--- src/rtl/ibf_pkg.sv ---
package ibf_pkg;

    typedef enum logic [2:0] {
        ST_IDLE,
        ST_REQ,
        ST_ADDR,
        ST_DATA,
        ST_GAP,
        ST_REL,
        ST_DONE,
        ST_ABORT
    } ibf_state_e;

endpackage

--- src/rtl/ibf_fsm.sv ---
module ibf_fsm
    import ibf_pkg::*;
#(
    parameter int BEATS = 2,
    parameter int TEN_L = 4,
    parameter int TEN_S = 3
) (
    input  logic clk,
    input  logic rst_n,
    input  logic start,
    input  logic layout32,
    input  logic burst_en,
    input  logic bus_gnt,
    input  logic rd_valid,
    input  logic rd_perr,
    output logic bus_req,
    output logic frame,
    output logic addr_ph,
    output logic burst_ph,
    output logic load,
    output logic beat_ok,
    output logic busy,
    output logic done,
    output logic err
);

    localparam int TEN_W  = $clog2(TEN_L + 1);
    localparam int BEAT_W = (BEATS > 1) ? $clog2(BEATS) : 1;

    ibf_state_e state_q, state_d;
    logic [BEAT_W-1:0] beat_q;
    logic [TEN_W-1:0]  ten_q;
    logic [TEN_W-1:0]  ten_need;
    logic              layout_q, burst_q;
    logic              last_beat, last_ten;

    assign ten_need  = layout_q ? TEN_W'(TEN_L) : TEN_W'(TEN_S);
    assign last_beat = (beat_q == BEAT_W'(BEATS - 1));
    assign last_ten  = (ten_q == ten_need - TEN_W'(1));

    // state register and run counters
    always_ff @(posedge clk or negedge rst_n) begin
        if (!rst_n) begin
            state_q  <= ST_IDLE;
            beat_q   <= '0;
            ten_q    <= '0;
            layout_q <= 1'b0;
            burst_q  <= 1'b0;
        end else begin
            state_q <= state_d;
            if (load) begin
                beat_q   <= '0;
                ten_q    <= '0;
                layout_q <= layout32;
                burst_q  <= burst_en;
            end else if (beat_ok) begin
                if (last_beat) begin
                    beat_q <= '0;
                    ten_q  <= ten_q + TEN_W'(1);
                end else begin
                    beat_q <= beat_q + BEAT_W'(1);
                end
            end
        end
    end

    // next-state decision
    always_comb begin
        state_d = state_q;
        unique case (state_q)
            ST_IDLE:  if (start) state_d = ST_REQ;
            ST_REQ:   if (bus_gnt) state_d = ST_ADDR;
            ST_ADDR:  state_d = ST_DATA;
            ST_DATA: begin
                if (rd_valid) begin
                    if (rd_perr)        state_d = ST_ABORT;
                    else if (!last_beat) state_d = burst_q ? ST_DATA : ST_GAP;
                    else if (last_ten)  state_d = ST_DONE;
                    else                state_d = ST_REL;
                end
            end
            ST_GAP:   state_d = ST_ADDR;
            ST_REL:   state_d = ST_REQ;
            ST_DONE:  state_d = ST_IDLE;
            ST_ABORT: state_d = ST_IDLE;
            default:  state_d = ST_IDLE;
        endcase
    end

    // outputs decoded from state
    always_comb begin
        bus_req  = 1'b0;
        frame    = 1'b0;
        addr_ph  = 1'b0;
        burst_ph = 1'b0;
        done     = 1'b0;
        err      = 1'b0;
        unique case (state_q)
            ST_IDLE:  ;
            ST_REQ:   bus_req = 1'b1;
            ST_ADDR: begin
                bus_req  = 1'b1;
                frame    = 1'b1;
                addr_ph  = 1'b1;
                burst_ph = burst_q;
            end
            ST_DATA: begin
                bus_req = 1'b1;
                frame   = 1'b1;
            end
            ST_GAP:   bus_req = 1'b1;
            ST_REL:   ;
            ST_DONE:  done = 1'b1;
            ST_ABORT: err = 1'b1;
            default:  ;
        endcase
        busy    = (state_q != ST_IDLE);
        load    = (state_q == ST_IDLE) && start;
        beat_ok = (state_q == ST_DATA) && rd_valid && !rd_perr;
    end

    AST_TENURE_RELEASE: assert property (@(posedge clk) disable iff (!rst_n)
        (beat_ok && last_beat) |=> !bus_req);
    AST_BURST_ONE_APH: assert property (@(posedge clk) disable iff (!rst_n)
        (beat_ok && !last_beat && burst_q) |=> (frame && !addr_ph));
    AST_DONE_SINGLE: assert property (@(posedge clk) disable iff (!rst_n)
        done |=> (!done && !busy));
    AST_ABORT_ON_PERR: assert property (@(posedge clk) disable iff (!rst_n)
        (state_q == ST_DATA && rd_valid && rd_perr) |=> (err && !bus_req && !done));
    AST_START_IGNORED: assert property (@(posedge clk) disable iff (!rst_n)
        (busy && start) |=> ($stable(layout_q) && $stable(burst_q)));

endmodule

--- src/rtl/ibf_addr.sv ---
module ibf_addr #(
    parameter int ADDR_W = 32,
    parameter int IDX_W  = 4
) (
    input  logic              clk,
    input  logic              rst_n,
    input  logic              load,
    input  logic [ADDR_W-1:0] base_addr,
    input  logic              beat_ok,
    input  logic              addr_ph,
    output logic [IDX_W-1:0]  idx,
    output logic [ADDR_W-1:0] cmd_addr
);

    logic [ADDR_W-1:0] base_q;
    logic [IDX_W-1:0]  idx_q;

    always_ff @(posedge clk or negedge rst_n) begin
        if (!rst_n) begin
            base_q <= '0;
            idx_q  <= '0;
        end else if (load) begin
            base_q <= {base_addr[ADDR_W-1:2], 2'b00};
            idx_q  <= '0;
        end else if (beat_ok) begin
            idx_q <= idx_q + IDX_W'(1);
        end
    end

    assign idx      = idx_q;
    assign cmd_addr = base_q + (ADDR_W'(idx_q) << 2);

    AST_ADDR_LOW_ZERO: assert property (@(posedge clk) disable iff (!rst_n)
        addr_ph |-> (cmd_addr[1:0] == 2'b00));
    AST_IDX_STEP: assert property (@(posedge clk) disable iff (!rst_n)
        (beat_ok && !load) |=> (idx_q == $past(idx_q) + IDX_W'(1)));

endmodule

--- src/rtl/ibf_regfile.sv ---
module ibf_regfile #(
    parameter int DATA_W    = 32,
    parameter int IDX_W     = 4,
    parameter int NUM_SLOTS = 7,
    parameter int RD_W      = 3
) (
    input  logic              clk,
    input  logic              rst_n,
    input  logic              we,
    input  logic [IDX_W-1:0]  wr_idx,
    input  logic [DATA_W-1:0] wr_data,
    input  logic [RD_W-1:0]   rd_idx,
    output logic [DATA_W-1:0] rd_data
);

    logic [DATA_W-1:0] slot_q [NUM_SLOTS];
    logic              keep;

    // indices past the last slot are surplus reads: dropped
    assign keep = we && (wr_idx < IDX_W'(NUM_SLOTS));

    for (genvar g = 0; g < NUM_SLOTS; g++) begin : g_slot
        always_ff @(posedge clk or negedge rst_n) begin
            if (!rst_n)
                slot_q[g] <= '0;
            else if (keep && (wr_idx == IDX_W'(g)))
                slot_q[g] <= wr_data;
        end
    end

    always_comb begin
        rd_data = '0;
        for (int i = 0; i < NUM_SLOTS; i++)
            if (rd_idx == RD_W'(i)) rd_data = slot_q[i];
    end

    AST_SURPLUS_DROPPED: assert property (@(posedge clk) disable iff (!rst_n)
        (we && wr_idx >= IDX_W'(NUM_SLOTS)) |=> $stable(slot_q[NUM_SLOTS-1]));

endmodule

--- src/rtl/ibfetch_seq.sv ---
module ibfetch_seq #(
    parameter int ADDR_W  = 32,
    parameter int DATA_W  = 32,
    parameter int BEATS   = 2,
    parameter int TEN_L   = 4,
    parameter int TEN_S   = 3,
    parameter int SLOTS_L = 7
) (
    input  logic              clk,
    input  logic              rst_n,
    input  logic              start,
    input  logic              layout32,
    input  logic              burst_en,
    input  logic [ADDR_W-1:0] base_addr,
    output logic              bus_req,
    input  logic              bus_gnt,
    output logic              cmd_frame,
    output logic              cmd_addr_ph,
    output logic [ADDR_W-1:0] cmd_addr,
    output logic              cmd_burst,
    input  logic              rd_valid,
    input  logic [DATA_W-1:0] rd_data,
    input  logic              rd_perr,
    output logic              busy,
    output logic              done,
    output logic              err,
    input  logic [2:0]        rf_idx,
    output logic [DATA_W-1:0] rf_data
);

    localparam int IDX_W = $clog2(TEN_L * BEATS + 1);

    logic             load, beat_ok;
    logic [IDX_W-1:0] idx;

    ibf_fsm #(.BEATS(BEATS), .TEN_L(TEN_L), .TEN_S(TEN_S)) u_fsm (
        .clk(clk), .rst_n(rst_n), .start(start), .layout32(layout32),
        .burst_en(burst_en), .bus_gnt(bus_gnt), .rd_valid(rd_valid),
        .rd_perr(rd_perr), .bus_req(bus_req), .frame(cmd_frame),
        .addr_ph(cmd_addr_ph), .burst_ph(cmd_burst), .load(load),
        .beat_ok(beat_ok), .busy(busy), .done(done), .err(err)
    );

    ibf_addr #(.ADDR_W(ADDR_W), .IDX_W(IDX_W)) u_addr (
        .clk(clk), .rst_n(rst_n), .load(load), .base_addr(base_addr),
        .beat_ok(beat_ok), .addr_ph(cmd_addr_ph), .idx(idx),
        .cmd_addr(cmd_addr)
    );

    ibf_regfile #(.DATA_W(DATA_W), .IDX_W(IDX_W), .NUM_SLOTS(SLOTS_L),
                  .RD_W(3)) u_rf (
        .clk(clk), .rst_n(rst_n), .we(beat_ok), .wr_idx(idx),
        .wr_data(rd_data), .rd_idx(rf_idx), .rd_data(rf_data)
    );

endmodule

--- config.mk ---
export PLATFORM = sky130hd
export DESIGN_NAME = ibfetch_seq
export DESIGN_NICKNAME = d
export VERILOG_FILES = /design/src/rtl/ibf_pkg.sv /design/src/rtl/ibf_fsm.sv /design/src/rtl/ibf_addr.sv /design/src/rtl/ibf_regfile.sv /design/src/rtl/ibfetch_seq.sv
export SDC_FILE = /design/constraint.sdc
export NUM_CORES = 1
export LEC_CHECK = 0
export BUFFER_PORTS_ARGS = -buffer_cell sky130_fd_sc_hd__buf_2
export CAP_MARGIN = 5
export CORE_ASPECT_RATIO = 1.1
export CORE_UTILIZATION = 42
export DETAILED_ROUTE_END_ITERATION = 16
export GPL_ROUTABILITY_DRIVEN = 0
export HOLD_SLACK_MARGIN = 0.1
export REMOVE_ABC_BUFFERS = 1
export SLEW_MARGIN = 25
export SYNTH_ARGS = -nofsm -noshare
export SYNTH_HDL_FRONTEND = slang
export SYNTH_HIERARCHICAL = 1
export SYNTH_SLANG_ARGS = --single-unit
--- constraint.sdc ---
create_clock -name clk -period 2.5 [get_ports clk]
set_input_delay 0.125 -clock clk [delete_from_list [all_inputs] [get_ports clk]]
set_output_delay 0.125 -clock clk [all_outputs]
set_load 0.01 [all_outputs]
==> impl_results.md, run 1 <==
* Reg area at 0.00668 sq mm
* Critical Path Fanout Max at 7
* Placeable Area at roughly 0.031 sq mm
* CTS Root Cell: clkbuf_16
* Worst Tran Pin Value at 0.681 ns
* WL/cell at 18.5 um
* Fmax at 384 MHz
* Rel. slew slack at 0.546
* Path type of the worst min-delay path: in -> async
* Site row count at 67
* WP data arrival at 2.48 ns
* H-Tree Depth at 1
* Vias in the first global route at about 9,400
* CTS tree: done
* Synth Flop Type: dfrtp_1
* Tmin final at 2.61 ns
* Status: complete, but fails checks
* Synthesis Warnings at 6
* Post-Syn Instances at between 1,000 and 1,500
* Clock skew at roughly 0.016 ns
* Total power at ~15 mW
* Most common cell after layout, fill and taps aside: mux2_2
* Area grow syn2layout at 24.1%
* Die extent in x at approximately 170 um
* Placement Setup Slack at roughly 0.36 ns
* Worst Setup Start Kind: flop
* Netlist cell types at 53
* First-pass GRT wire length at 50.4 mm
* Clock slew at reported path FFs at approximately 0.060 ns
* Drt initial violations at about 370
* PortBufs at between 100 and 150
* Most frequent cells in the layout: mux2_2, dfrtp_1, buf_2
* Pwr per Cell Area at about 950 mW/mm^2
* Critical path capture point type: output port
* Data required, critical path at ~2.4 ns
* Maxcap violations at 0
* Sequential-to-total area share from yosys stat at 0.509
* # nets final at 1,336
* Period Utilization, post-route at 1.04
* Final worst setup slack at -0.106 ns
* Cell Count Post-Placement at between 1,500 and 2,000
* Fillcell total at 2,662
* Antenna diodes at 0
* Gr usage total at 0.196
* Unrepaired setup endpoints after global routing: yes
* Yosys top cell area share at 0.509
* Initial antenna violation count at 0
* Antenna viol nets, final at 0
* Final Hold Slack at approximately 0.16 ns
* R2R depth at 4
* Syn avg cell area at between 10 and 15 sq um
* Top Ports at 146
* Final hold vios at 0
* Pins Over Slew Limit at 0
* FF-to-FF setup slack at around 0.35 ns
* Util after Layout at 0.533
* Largest cells by area after synthesis: dfrtp_1, mux2_2, mux2i_1
* LEAKAGE at between 7 and 8 nW
* Largest net degree at the start of global routing at between 80 and 90
* Area of the multi-input gates at 0.00617 sq mm
* Asr flop ratio synth at 1.00
* Worst VDD drop at around 0.00059 V
* Via count at between 9,000 and 10,000
* Layout Cells excl Fill at 1,687
* Crit Path Category: reg -> out
* Largest area contributor in the netlist: dfrtp_1
* Finish-stage setup viols at 11
* Register bit total from synthesis at about 270
* Post-DP HPWL at about 18 mm
* Area of the die at roughly 0.032 sq mm
* Worst skew pair latency at between 0.5 and 0.6 ns
* Routed WL at between 30 and 40 mm
* Die Ht at between 150 and 200 um
* CTS max path bufs at 3
* TritonRoute pass-1 iters at 4
* Grt total ovfl at 0
* Violated checks: setup timing
* Clock sink count at about 270
* Layout cell share with drive strength beyond 1 at 0.424
* # DRC at 0
* Vias per inst at around 5.4
* Initial core utilization at 0.429
* CTS Buf Count at 30
* Post-synth EDFFs at 0
* Post-Syn Area at between 0.01 and 0.015 sq mm
==> through the flow <==
step	instance area, sq um	TNS [ns]
after floorplan	12800	-104.03
after CTS	16200	-1.18
final	16300	-0.662
after global placement	14500	0
after detailed placement	14500	0
after global routing	16300	-2.27
==> cell usage after synthesis (5+ instances only) <==
cell,instances
ha_1,6
buf_2,37
and3_1,5
a21oi_1,38
mux2_1,9
mux2i_1,36
nand2b_1,39
clkbuf_1,31
xnor2_1,28
dfrtp_1,267
nor2_1,46
mux2_2,273
inv_1,9
a221oi_1,32
o32ai_1,32
o2bb2ai_1,32
nand3_1,12
nor2b_1,5
o21ai_0,7
nand2_1,23
nand4_1,13
and2_1,7
==> worst max-delay path, cell delays in order, from the launching register on <==
cell and delay [ns]:
dfrtp_1 0.36, ha_2 0.19, inv_2 0.04, fa_2 0.36
nor2b_2 0.15, o31a_1 0.22, buf_6 0.16, nand4_1 0.13
xnor2_1 0.16, buf_2 0.15
==> final timing paths <==
| check | start | endpoint |
|---|---|---|
| hold / removal | rst_n | u_rf/slot_q[82] |
| setup / recovery | u_addr/idx[0] | cmd_addr[28] |
| hold reg to reg | u_rf/slot_q[133] | u_rf/slot_q[133] |
| max in group asynchronous | rst_n | u_rf/slot_q[72] |
| min in group clk | layout32 | u_fsm/layout_q |
| setup reg to reg | u_fsm/state_q[0] | u_addr/base_q[30] |
==> layout make-up <==
cell class,instances,area share
clock buffers,50,0.0569
multi-input cells,683,0.378
inverters,10,0.00261
repair buffers,262,0.120
clock inverters,1,0.000307
flip-flops and latches,267,0.410
well taps,414,0.0318
==> flip-flops by register name, indices dropped and copies added, names as in the netlist <==
register,count
u_fsm/beat_q,1
u_fsm/burst_q,1
u_fsm/state_q,3
u_rf/slot_q,224
u_addr/base_q,30
u_addr/idx,4
u_fsm/layout_q,1
u_fsm/ten_q,3
==> power by group <==
part / leakage [nW] / switching [mW] / internal (mW) / total [mW]
clock network: 0.456 / 1.70 / 2.48 / 4.19
registers: 3.52 / 0.947 / 5.83 / 6.77
logic: 3.60 / 1.97 / 2.55 / 4.51
==> per-layer routing <==
metal,global-route usage,vias up,wire [um]
met1,0.274,4581,14600
met2,0.318,179,14600
li1,-,4249,-
met3,0.0390,33,1650
met5,0,-,0
met4,0.0364,0,341
==> kinds of logic (layout without fill, tap and decap cells) <==
| group | after synthesis | count (layout) | synth area share |
|---|---|---|---|
| flops | 267 | 267 | 0.509 |
| fa+ha+maj | 7 | 7 | 0.00724 |
| mux | 318 | 318 | 0.269 |
| simple gates | 174 | 174 | 0.0752 |
| compound gates | 150 | 150 | 0.0866 |
| buf+inv | 88 | 323 | 0.0316 |
| xor+xnor | 32 | 32 | 0.0213 |
| other cells | 1 | 2 | 0.000285 |
==> what timing repair did <==
item,4_1_cts,5_1_grt
endpoints found under the hold margin,409,0
buffers inserted,2,4
gates resized for setup,11,12
hold buffers,70,0
setup endpoints to repair,25,25
cloned,0,1
pin swaps,4,10
No activity file was read; power rests on OpenSTA's default activity.
==> run 2: changes to the inputs <==
- CTS_BUF_LIST: default -> sky130_fd_sc_hd__clkbuf_8
==> run 2 against run 1 <==
Via count up 2.0%. The flow still finishes with violations (setup timing). Global-route usage grew 0.40 points. Critical path depth did not move. Worst hold slack improved by 0.0054 ns. Clock-buffer cell count is 10 higher. Largest cell class unchanged. Die area stayed put. Routed wire length is 0.53% higher. First-iteration DRC count is 8.3% higher. Clock skew grew 0.0024 ns.
==> impl_results.md, run 2 (synthesized netlist as in run 1, its figures left out) <==
* Critical Path Fanout Max at 7
* WP data arrival at 2.49 ns
* TritonRoute pass-1 iters at 5
* Largest net degree at the start of global routing at 84
* Vias per inst at 5.37
* Most common cell after layout, fill and taps aside: mux2_2
* Post-DP HPWL at ~18 mm
* Status: complete, but fails checks
* Fillcell total at ~2,700
* LEAKAGE at roughly 7.6 nW
* Most frequent cells in the layout: mux2_2, dfrtp_1, buf_2
* Max FFs per register at roughly 220
* Placed Area at around 0.015 sq mm
* Top Ports at 146
* Final Hold Slack at ~0.17 ns
* Clock skew at between 0.015 and 0.02 ns
* Tmin final at between 2 and 3 ns
* Rel. slew slack at 0.547
* Design area at 0.0163 sq mm
* Violated checks: setup timing
* CTS tree: done
* Maxcap violations at 0
* Unrepaired setup endpoints after global routing: yes
* Clock sink count at ~270
* Area grow syn2layout at 24.0%
* First-pass GRT wire length at 51.1 mm
* Worst Tran Pin Value at between 0.6 and 0.7 ns
* Area of the multi-input gates at roughly 0.0062 sq mm
* CTS max path bufs at 3
* Biggest register: u_rf/slot_q
* Area of the die at around 0.032 sq mm
* WL/cell at about 18 um
* Final worst setup slack at -0.115 ns
* Data required, critical path at 2.38 ns
* H-Tree Depth at 2
* CTS Root Cell: clkbuf_8
* Site row count at 67
* Grt total ovfl at 0
* Clock slew at reported path FFs at approximately 0.060 ns
* Worst skew pair latency at 0.56 ns
* Placement Setup Slack at roughly 0.36 ns
* Antenna viol nets, final at 0
* Die extent in x at 171 um
* Layout cell share with drive strength beyond 1 at 0.433
* Die Ht at about 190 um
* Pwr per Cell Area at 932 mW/mm^2
* Routed WL at about 31 mm
* Placeable Area at 0.0306 sq mm
* PortBufs at between 100 and 150
* Drt initial violations at between 400 and 500
* FF-to-FF setup slack at 0.33 ns
* Worst Setup Start Kind: flop
* Via count at 9,220
* Path type of the worst min-delay path: in -> async
* Vias in the first global route at ~9,600
* Reg area at roughly 0.0067 sq mm
* Crit Path Category: reg -> out
* # DRC at 0
* Critical path capture point type: output port
* CTS Buf Count at between 40 and 50
* Final hold vios at 0
* Finish-stage setup viols at 12
* Initial antenna violation count at 0
* Pins Over Slew Limit at 0
* Antenna diodes at 0
* Fmax at approximately 380 MHz
* Initial core utilization at 0.429
* Period Utilization, post-route at 1.05
* Gr usage total at 0.200
* # nets final at roughly 1,400
* Worst VDD drop at about 0.00055 V
[run 2: cell types whose count changed in the layout (fill, tap and decap cells not counted), sizes merged]
cell	before	now
clkinv	2	4
inv	9	24
clkinvlp	0	2
clkbuf	50	60
[run 2: cell type report]
cell class                      count  area share
Clock buffer                       60      0.0507
Clock inverter                     20     0.00530
Inverter                           10     0.00261
Multi-Input combinational cell    683       0.379
Sequential cell                   267       0.410
Tap cell                          414      0.0318
Timing Repair Buffer              262       0.120
[run 2: per-stage QoR]
step                      cells  TNS, ns  power, mW   util
final                      1716   -0.720       15.2  0.532
after global routing       1716    -2.39       16.2  0.532
after CTS                  1712    -1.41       15.3  0.529
after detailed placement   1559        0       11.1  0.474
after global placement     1559        0       11.0  0.474
after floorplan             960  -104.03       9.61      -
[run 2: critical path, cell delays in order (launching register included)]
cell	delay, ns
dfrtp_1	0.37
ha_2	0.19
inv_2	0.04
fa_2	0.37
nor2b_4	0.14
o31a_1	0.21
buf_6	0.16
nand4_1	0.12
xnor2_1	0.18
buf_2	0.15
[run 2: worst paths after layout]
path	startpoint	cells after the start	end
setup / recovery	u_addr/idx[0]	9	cmd_addr[28]
setup reg to reg	u_fsm/state_q[0]	4	u_addr/base_q[28]
hold reg to reg	u_rf/slot_q[133]	1	u_rf/slot_q[133]
max in group asynchronous	rst_n	3	u_rf/slot_q[0]
hold / removal	rst_n	2	u_rf/slot_q[82]
min in group clk	layout32	4	u_fsm/layout_q
[run 2: repair_timing]
| item | in CTS | in global routing |
|---|---|---|
| endpoints found under the hold margin | 480 | 0 |
| setup endpoints to repair | 25 | 24 |
| hold buffers | 70 | 0 |
| cloned | 1 | 0 |
| pin swaps | 3 | 10 |
| setup buffers | 2 | 4 |
| gates resized for setup | 14 | 9 |
[run 2: power breakdown]
part           switching (mW)  internal, mW
Combinational            1.97          2.55
Sequential              0.948          5.83
Clock                    1.75          2.13
Total                    4.67          10.5
[run 2: metal layers]
layer	wire length, um	vias to the layer above	share of wire	track usage
li1	-	4295	-	-
met1	14400	4639	0.46	0.270
met2	14500	230	0.46	0.321
met3	1780	56	0.057	0.0473
met4	626	0	0.020	0.0551
met5	0	-	0	0
==> run 3: changes to the inputs <==
- CORE_UTILIZATION: 42 -> 31
- SKIP_CTS_REPAIR_TIMING: default -> 1
==> run 3 against run 2 <==
The flow still finishes with violations (setup timing). Critical path type unchanged. Largest cell class unchanged. Core utilization down 14 points. Worst hold slack better by 0.11 ns. Setup slack improved by 0.014 ns.
==> impl_results.md, run 3 (synthesized netlist as in run 1, its figures left out) <==
* Hold Path Origin: burst_en
* CP Cell Sequence: ha_2 -> inv_2 -> fa_2 -> nor2b_2 -> o31a_1 -> buf_4 -> nand4_1 -> xnor2_1 -> buf_2
* Die extent in x at 198 um
* Final hold vios at 0
* Area of the multi-input gates at just over 0.006 sq mm
* Worst skew pair latency at 0.60 ns
* Gr usage total at 0.154
* Met3 Wirelength at about 1.8 mm
* CTS Buf Count at 48
* Internal Dissipation at approximately 11 mW
* Maxcap violations at 0
* Site row count at just under 80
* Crit Path Category: reg -> out
* Metal-1 WL at about 15 mm
* Via count at ~9,200
* Post-DP HPWL at 19.1 mm
* NetSw at around 4.8 mW
* Worst Tran Pin Value at between 0.7 and 0.8 ns
* CTS max path bufs at 3
* Max layer used: met5
* Max FFs per register at 224
* Worst VDD drop at 0.000512 V
* CTS tree: done
* LEAKAGE at 7.64 nW
* Antenna viol nets, final at 0
* Layout cell share with drive strength beyond 1 at 0.421
* Final setup TNS at -0.690 ns
* Area grow syn2layout at 25.1%
* Final worst setup slack at -0.101 ns
* Die Ht at 218 um
* Crit path largest cell delay at roughly 0.35 ns
* Finish-stage setup viols at 13
* Critical Path Fanout Max at 4
* H-Tree Depth at 2
* Clock sink count at between 200 and 300
* Reg area at roughly 0.0067 sq mm
* Final Hold Slack at ~0.27 ns
* PortBufs at 141
* Data required, critical path at around 2.4 ns
* Fmax at about 380 MHz
* Placed Area at about 0.015 sq mm
* Grt total ovfl at 0
* Antenna diodes at 0
* Part of the power in registers at 0.440
* CP Launch Point: u_addr/idx[0]
* Clock power frac at 0.271
* WL/cell at ~18 um
* Layout Cells excl Fill at ~1,900
* CTS Root Cell: clkbuf_8
* Area of the die at ~0.043 sq mm
* Worst Setup Start Kind: flop
* Period Utilization, post-route at 1.04
* Most common cell after layout, fill and taps aside: mux2_2
* Routed WL at about 33 mm
* Most frequent cells in the layout: mux2_2, dfrtp_1, buf_2
* Rel. slew slack at 0.467
* Clock skew at 0.0236 ns
* Design area at between 0.015 and 0.02 sq mm
* Path type of the worst min-delay path: in -> reg
* Worst path top cell family by delay: adder cells
* TritonRoute pass-1 iters at 4
* Cell Count Post-Placement at roughly 1,700
* # DRC at 0
* # nets final at 1,342
* Routed wl met2 at between 15 and 20 mm
* Placeable Area at about 0.041 sq mm
* Fillcell total at a little over 4,000
* First-pass GRT wire length at 52.1 mm
* Comb pwr share at 0.289
* Pins Over Slew Limit at 0
* Drt initial violations at 313
* Status: complete, but fails checks
* WP buf/inv at 3
* Critical-path top delay cell: dfrtp_1
* Initial antenna violation count at 2
* Largest net degree at the start of global routing at between 70 and 80
* Clock slew at reported path FFs at 0.06 ns
* Vias in the first global route at between 9,000 and 10,000
* Unrepaired setup endpoints after global routing: yes
* Top Ports at around 150
* Biggest register: u_rf/slot_q
* WP data arrival at between 2 and 2.5 ns
* Initial core utilization at 0.317
* Tmin final at 2.60 ns
* Pwr per Cell Area at around 940 mW/mm^2
* Critical path capture point type: output port
* Vias per inst at 4.97
* Worst R2R Start: u_fsm/state_q[0]
* Violated checks: setup timing
* Switching portion of total power at 0.309
run 3: cell count changes in the layout (fill, tap and decap cells not counted), moves of 2 or more:
cell           before  now
buf_12             11   13
buf_4              36   23
buf_6               5    2
clkbuf_8           60   63
clkinvlp_4          2    0
dlygate4sd3_1      70   72
ha_1                2    4
ha_4                3    1
inv_1              22   25
nand3_1             8   10
nand3_2             5    2
run 3: per-stage QoR:
stage	utilization	power, mW	setup slack, ns
after global placement	0.353	11.0	0.272
after global routing	0.396	16.4	-0.274
after floorplan	-	9.61	-1.06
final	0.396	15.4	-0.101
after CTS	0.377	15.5	-0.391
after detailed placement	0.353	11.2	0.252
run 3: cell type report:
cell class                 instances  area share
sequential                       267       0.407
clock inverter                    23     0.00738
clock buffer                      63      0.0528
tap                              560      0.0426
multi-input combinational        683       0.373
inverter                          10     0.00259
timing repair buffer             250       0.115
run 3: worst paths after layout:
path,to,slack [ns],cells past startpoint
max in group asynchronous,u_rf/slot_q[120],0.39,4
worst max-delay path,cmd_addr[16],-0.10,9
worst min-delay path,u_fsm/burst_q,0.27,4
worst max register to register,u_rf/slot_q[70],0.32,6
worst min register to register,u_rf/slot_q[158],0.48,1
min in group asynchronous,u_rf/slot_q[99],0.59,3
run 3: layer usage:
layer | GRT usage | up-vias
li1 | - | 4278
met1 | 0.202 | 4658
met2 | 0.245 | 222
met4 | 0.0432 | 4
met5 | 0 | -
met3 | 0.0445 | 55
run 3: worst register-to-register path, stage by stage, from the launching register on:
cell and delay [ns]:
dfrtp_1 0.47, nand4b_4 0.16, nor2_1 0.27, nor3b_1 0.36
nand2b_2 0.08, buf_4 0.32, mux2_1 0.41
run 3: power groups by stage:
stage	registers, mW	clock network (mW)	logic (mW)
2_1_floorplan	6.62	0	2.99
3_3_place_gp	6.75	0	4.24
3_5_place_dp	6.83	0	4.34
4_1_cts	6.76	4.33	4.37
5_1_grt	7.01	4.51	4.94
6_report	6.79	4.17	4.47
